File: config.mk
export PLATFORM = sky130hd
export DESIGN_NAME = cpline_deser
export DESIGN_NICKNAME = d
export VERILOG_FILES = /design/src/rtl/cpd_pkg.sv /design/src/rtl/par_tree.sv /design/src/rtl/cp_lock_ctrl.sv /design/src/rtl/cpline_deser.sv
export SDC_FILE = /design/constraint.sdc
export NUM_CORES = 1
export LEC_CHECK = 0
export BUFFER_PORTS_ARGS = -buffer_cell sky130_fd_sc_hd__buf_4
export CAP_MARGIN = 10
export CORE_MARGIN = 2
export CORE_UTILIZATION = 47
export DETAILED_ROUTE_END_ITERATION = 8
export PLACE_DENSITY_LB_ADDON = 0.2
export SYNTH_ARGS = -nofsm -noshare
export SYNTH_HDL_FRONTEND = slang
export SYNTH_SLANG_ARGS = --single-unit
File: constraint.sdc
create_clock -name clk -period 2.02 [get_ports clk]
set_clock_uncertainty 0.1 [all_clocks]
set_input_delay 0.202 -clock clk [delete_from_list [all_inputs] [get_ports clk]]
set_output_delay 0.202 -clock clk [all_outputs]
set_load 0.02 [all_outputs]
File: src/rtl/cpd_pkg.sv
package cpd_pkg;
  typedef enum logic {ST_HUNT = 1'b0, ST_LOCK = 1'b1} lock_state_t;
endpackage

File: src/rtl/par_tree.sv
module par_tree #(
  parameter int W     = 96,
  parameter int CHUNK = 8
) (
  input  logic [W-1:0] data,
  output logic         par
);
  localparam int NCH = (W + CHUNK - 1) / CHUNK;
  localparam int PW  = NCH * CHUNK;

  logic [PW-1:0]  padded;
  logic [NCH-1:0] part;

  assign padded = PW'(data);

  for (genvar g = 0; g < NCH; g++) begin : g_chunk
    assign part[g] = ^padded[g*CHUNK +: CHUNK];
  end

  assign par = ^part;
endmodule

File: src/rtl/cp_lock_ctrl.sv
module cp_lock_ctrl
  import cpd_pkg::*;
#(
  parameter int LOCK_N   = 8,
  parameter int UNLOCK_N = 2
) (
  input  logic clk,
  input  logic rst_n,
  input  logic ev_stb,
  input  logic ev_good,
  output logic locked
);
  localparam int GW = $clog2(LOCK_N + 1);
  localparam int BW = $clog2(UNLOCK_N + 1);

  lock_state_t    st_q;
  logic [GW-1:0]  good_q;
  logic [BW-1:0]  bad_q;

  always_ff @(posedge clk) begin
    if (!rst_n) begin
      st_q   <= ST_HUNT;
      good_q <= '0;
      bad_q  <= '0;
    end else if (ev_stb) begin
      if (st_q == ST_HUNT) begin
        bad_q <= '0;
        if (!ev_good) begin
          good_q <= '0;
        end else if (good_q == GW'(LOCK_N - 1)) begin
          good_q <= '0;
          st_q   <= ST_LOCK;
        end else begin
          good_q <= good_q + 1'b1;
        end
      end else begin
        good_q <= '0;
        if (ev_good) begin
          bad_q <= '0;
        end else if (bad_q == BW'(UNLOCK_N - 1)) begin
          bad_q <= '0;
          st_q  <= ST_HUNT;
        end else begin
          bad_q <= bad_q + 1'b1;
        end
      end
    end
  end

  assign locked = (st_q == ST_LOCK);

  assert_lock_needs_good_R4: assert property (@(posedge clk) disable iff (!rst_n)
    $rose(locked) |-> $past(ev_stb && ev_good));
  assert_unlock_needs_bad_R5: assert property (@(posedge clk) disable iff (!rst_n)
    $fell(locked) |-> $past(ev_stb && !ev_good));
endmodule

File: src/rtl/cpline_deser.sv
module cpline_deser #(
  parameter int WORD_W   = 24,
  parameter int WORDS    = 4,
  parameter int LOCK_N   = 8,
  parameter int UNLOCK_N = 2
) (
  input  logic                    clk,
  input  logic                    rst_n,
  input  logic                    word_en,
  input  logic [WORD_W-1:0]       word_in,
  input  logic                    cp_in,
  input  logic                    sticky_clr,
  output logic                    frm_valid,
  output logic [WORD_W*WORDS-1:0] frm_data,
  output logic                    locked,
  output logic                    par_err,
  output logic                    par_err_sticky
);
  localparam int FW = WORD_W * WORDS;
  localparam int HW = WORD_W * (WORDS - 1);
  localparam int SW = $clog2(WORDS);

  logic [SW-1:0]    slot_q;
  logic [HW-1:0]    hist_q;
  logic [WORDS-2:0] cp_hist_q;
  logic [FW-1:0]    frame;
  logic [WORDS-1:0] cp_win;
  logic             frame_end, marker_ok, slip, calc_par, err_now;

  assign frame     = {word_in, hist_q};
  assign cp_win    = {cp_in, cp_hist_q};
  assign frame_end = word_en && (slot_q == SW'(WORDS - 1));

  always_comb begin
    marker_ok = cp_win[0];
    for (int i = 2; i < WORDS; i++) marker_ok = marker_ok && !cp_win[i];
  end

  par_tree #(.W(FW), .CHUNK(8)) u_par (.data(frame), .par(calc_par));

  cp_lock_ctrl #(.LOCK_N(LOCK_N), .UNLOCK_N(UNLOCK_N)) u_lock (
    .clk(clk), .rst_n(rst_n), .ev_stb(frame_end), .ev_good(marker_ok), .locked(locked)
  );

  assign slip    = frame_end && !locked && !marker_ok;
  assign err_now = frame_end && locked && marker_ok && (calc_par != cp_win[1]);

  always_ff @(posedge clk) begin
    if (!rst_n) begin
      slot_q    <= '0;
      hist_q    <= '0;
      cp_hist_q <= '0;
    end else if (word_en) begin
      hist_q    <= {word_in, hist_q[HW-1:WORD_W]};
      cp_hist_q <= {cp_in, cp_hist_q[WORDS-2:1]};
      if (frame_end) slot_q <= slip ? slot_q : '0;
      else           slot_q <= slot_q + 1'b1;
    end
  end

  always_ff @(posedge clk) begin
    if (!rst_n) begin
      frm_valid      <= 1'b0;
      frm_data       <= '0;
      par_err        <= 1'b0;
      par_err_sticky <= 1'b0;
    end else begin
      frm_valid      <= frame_end && (locked || marker_ok);
      if (frame_end) frm_data <= frame;
      par_err        <= err_now;
      par_err_sticky <= (par_err_sticky && !sticky_clr) || err_now;
    end
  end

  assert_valid_after_word_R1: assert property (@(posedge clk) disable iff (!rst_n)
    frm_valid |-> $past(word_en));
  assert_valid_single_R1: assert property (@(posedge clk) disable iff (!rst_n)
    frm_valid |=> !frm_valid);
  assert_err_with_valid_R2: assert property (@(posedge clk) disable iff (!rst_n)
    par_err |-> frm_valid);
  assert_err_only_locked_R6: assert property (@(posedge clk) disable iff (!rst_n)
    par_err |-> $past(locked));
  assert_sticky_source_R7: assert property (@(posedge clk) disable iff (!rst_n)
    $rose(par_err_sticky) |-> par_err);
endmodule

==> out/qor.csv <==
stage,metric,value,unit
drt,first_iter_violations,364,
drt,routedWlPerCell,15.5,microns
final_layout,drive_above_1_share,26.0,%
final_layout,final.fill_count,1341,
sta,hold_viol,0,
clock_network,cts_sinks,183,
critical_path,path_buf_inv,0,
clock_network,cts_tree,done,
sta,fin_crit_sh,98.7,%
synth,async_reset_ff_share,0,%
final_layout,ff_latch_area,0.00367,sq mm
clock_network,root_buffer,clkbuf_16,
sta,maxSlewHeadroom,63.5,%
synth,ys_warn_count,0,
sta,fmax,502,MHz
critical_path,cp.arrival,2250,ps
global_routing,grt_max_degree,91,
critical_path,critPathLaunchType,flip-flop,
pwr,fin_total_pwr,8.48,mW
synth,synth_top_area_cell,dfxtp_1,
final_layout,fin_nets,1035,
placement,hpwl,12900,microns
critical_path,end_kind,flip-flop,
final_layout,multiInputGateArea,0.00394,sq mm
synth,synth_top_area_share,47.9,%
floorplanning,core_area,0.0159,sq mm
clock_network,postCtsSetupBuffers,0,
clock_network,cts_buffer_depth,2,
clock_network,htreeDepth,4,
hold_path,hold_class,in2reg,
final_layout,stdcell_count,1233,
flow_run,drv_cap,0,
clock_network,clkTransAtPathRegs,60,ps
pwr,vdd_ir_drop_max,614,uV
sta,final_max_slew_viol_count,0,
placement,io_buffers,128,
global_routing,grt_first_pass_wirelength,30000,microns
pwr,power.density,822,mW/mm^2
synth,syn_inst,815,
pwr,power_leakage,4.16,nW
floorplanning,rows,46,
drt,vias,5972,
sta,final.min_clock_period,1990,ps
floorplanning,dieArea,0.0173,sq mm
synth,synth_common_cells,"nand2_1, dfxtp_1, a21boi_0",
clock_network,cts_buffers,17,
sta,rsz0062_at_grt,true,
global_routing,grt_overflow,0,
drt,drc,0,
synth,mappedNetlistArea,0.00765,sq mm
sta,setup_viol,0,
drt,drt_wl_total,19100,microns
synth,synth_ff_type,dfxtp_1,
synth,seq_area_frac_synth,47.9,%
synth,syn_avg_cell_area,9.39,sq um
global_routing,track_usage,22.1,%
critical_path,path_cells,xnor2_2 > xnor2_1 > xnor2_1 > xnor2_1 > xnor2_1 > xnor3_1 > o21ai_1,
critical_path,path_delay_family,XOR/XNOR gates,
floorplanning,dieWidth,132,microns
critical_path,cpMostUsedCell,xnor2_1,
sta,tightest_slew,548,ps
synth,ys_ff_latch,183,
final_layout,syn_to_final_growth,34.8,%
sta,timing.setup.tns,0,ps
critical_path,cp_data_required_time,2280,ps
critical_path,critical_path_class,reg2reg,
sta,setup_slack,27.2,ps
run_status,status,"complete, no violations",
critical_path,crit_fanout,3,
global_routing,grt_pass1_vias,5522,
final_layout,diodes,0,
floorplanning,io_pins,129,
synth,synth_cell_types,25,
placement,place_ws,-168,ps
synth,synth_nets,846,
placement,place_inst,1185,
critical_path,crit_path_top_delay_cell,dfxtp_1,
floorplanning,fp.dieH,132,microns
drt,first_pass_iters,4,
global_routing,antenna_found_initial,0,
synth,synth_top_cells_by_area,"dfxtp_1, mux2i_1, nand2_1",
drt,drt.antenna.violating_nets,0,
floorplanning,initial_core_util,48.2,%
synth,synth_edf_count,0,
drt,vias_per_cell,4.84,
placement,gp_congestion,0.818,
clock_network,clock_latency,430,ps
critical_path,crit_path_max_incr_delay,430,ps
synth,yosysMostFrequentCell,nand2_1,
## timing repair
action / 4_1_cts / 5_1_grt
pin swaps: 7 / 14
setup endpoints to repair: 2 / 2
resized for setup: 4 / 22
hold buffers: 16 / 0
hold endpoints to repair: 29 / 0
## cell type report
| cell class | count | area share (%) |
|---|---|---|
| multi-input combinational | 581 | 38.2 |
| sequential | 183 | 35.6 |
| timing repair buffer | 221 | 17.3 |
| clock buffer | 22 | 4.60 |
| tap | 216 | 2.62 |
| clock inverter | 10 | 1.61 |
## logic make-up after synthesis
logic type	count (synthesis)	share of synthesized area [%]
buf+inv	51	2.52
flops	183	47.9
mux	76	9.94
fa+ha+maj	2	0.327
simple gates	300	17.8
xor+xnor	94	11.1
compound gates	109	10.4
## worst paths after layout
| check | from | to | cells after the start | slack (ps) |
|---|---|---|---|---|
| min reg2reg | u_lock.bad_q[1] | u_lock.bad_q[1] | 2 | 340 |
| min | rst_n | frm_valid | 3 | 30 |
| max reg2reg | hist_q[2] | par_err_sticky | 7 | 30 |
| max | hist_q[2] | par_err_sticky | 7 | 30 |
## registers in the layout, summed over array words and instances (netlist names)
name	flops
cp_hist_q	3
frm_data	96
frm_valid	1
hist_q	72
par_err	1
par_err_sticky	1
slot_q	2
u_lock.bad_q	2
u_lock.good_q	4
u_lock.locked	1
## through the flow
step	hold WS [ps]	instance area, sq um	util, %
after global routing	37.1	10300	64.9
after CTS	19.6	10200	64.2
final	27.1	10300	64.9
after detailed placement	327	9370	59.0
after floorplan	247	7650	-
after global placement	318	9370	59.0
## where the power goes
part	switching (mW)	total (mW)	internal [mW]
Clock	1.40	3.58	2.18
Combinational	0.507	1.18	0.669
Sequential	0.0493	3.72	3.67
## cell usage in the layout (no fill, tap or decap), types with 3 or more instances in the layout
cell type / count
nand2_1: 201
buf_4: 198
dfxtp_1: 175
a21boi_0: 100
nor2b_1: 79
mux2i_1: 76
xnor2_1: 65
clkbuf_16: 17
xnor2_2: 16
dlygate4sd3_1: 16
xor2_1: 9
dfxtp_2: 8
buf_12: 7
o21ai_0: 5
nand3_1: 4
nor2_1: 4
bufinv_16: 4
clkbuf_8: 3
## metal layers
layer | GRT usage, % | up-vias | part of all wire (%)
met5 | 0 | - | 0
met4 | 7.31 | 0 | 2.2
met3 | 5.75 | 30 | 4.8
met2 | 34.6 | 153 | 46
met1 | 29.6 | 2771 | 47
li1 | - | 3018 | -
## worst min-delay path, delay by kind of cell
family,cells,cell delay [ps]
buffers and inverters,1,200
and+or+nand+nor,2,110
Note: power is estimated with default switching activity, not from simulation.
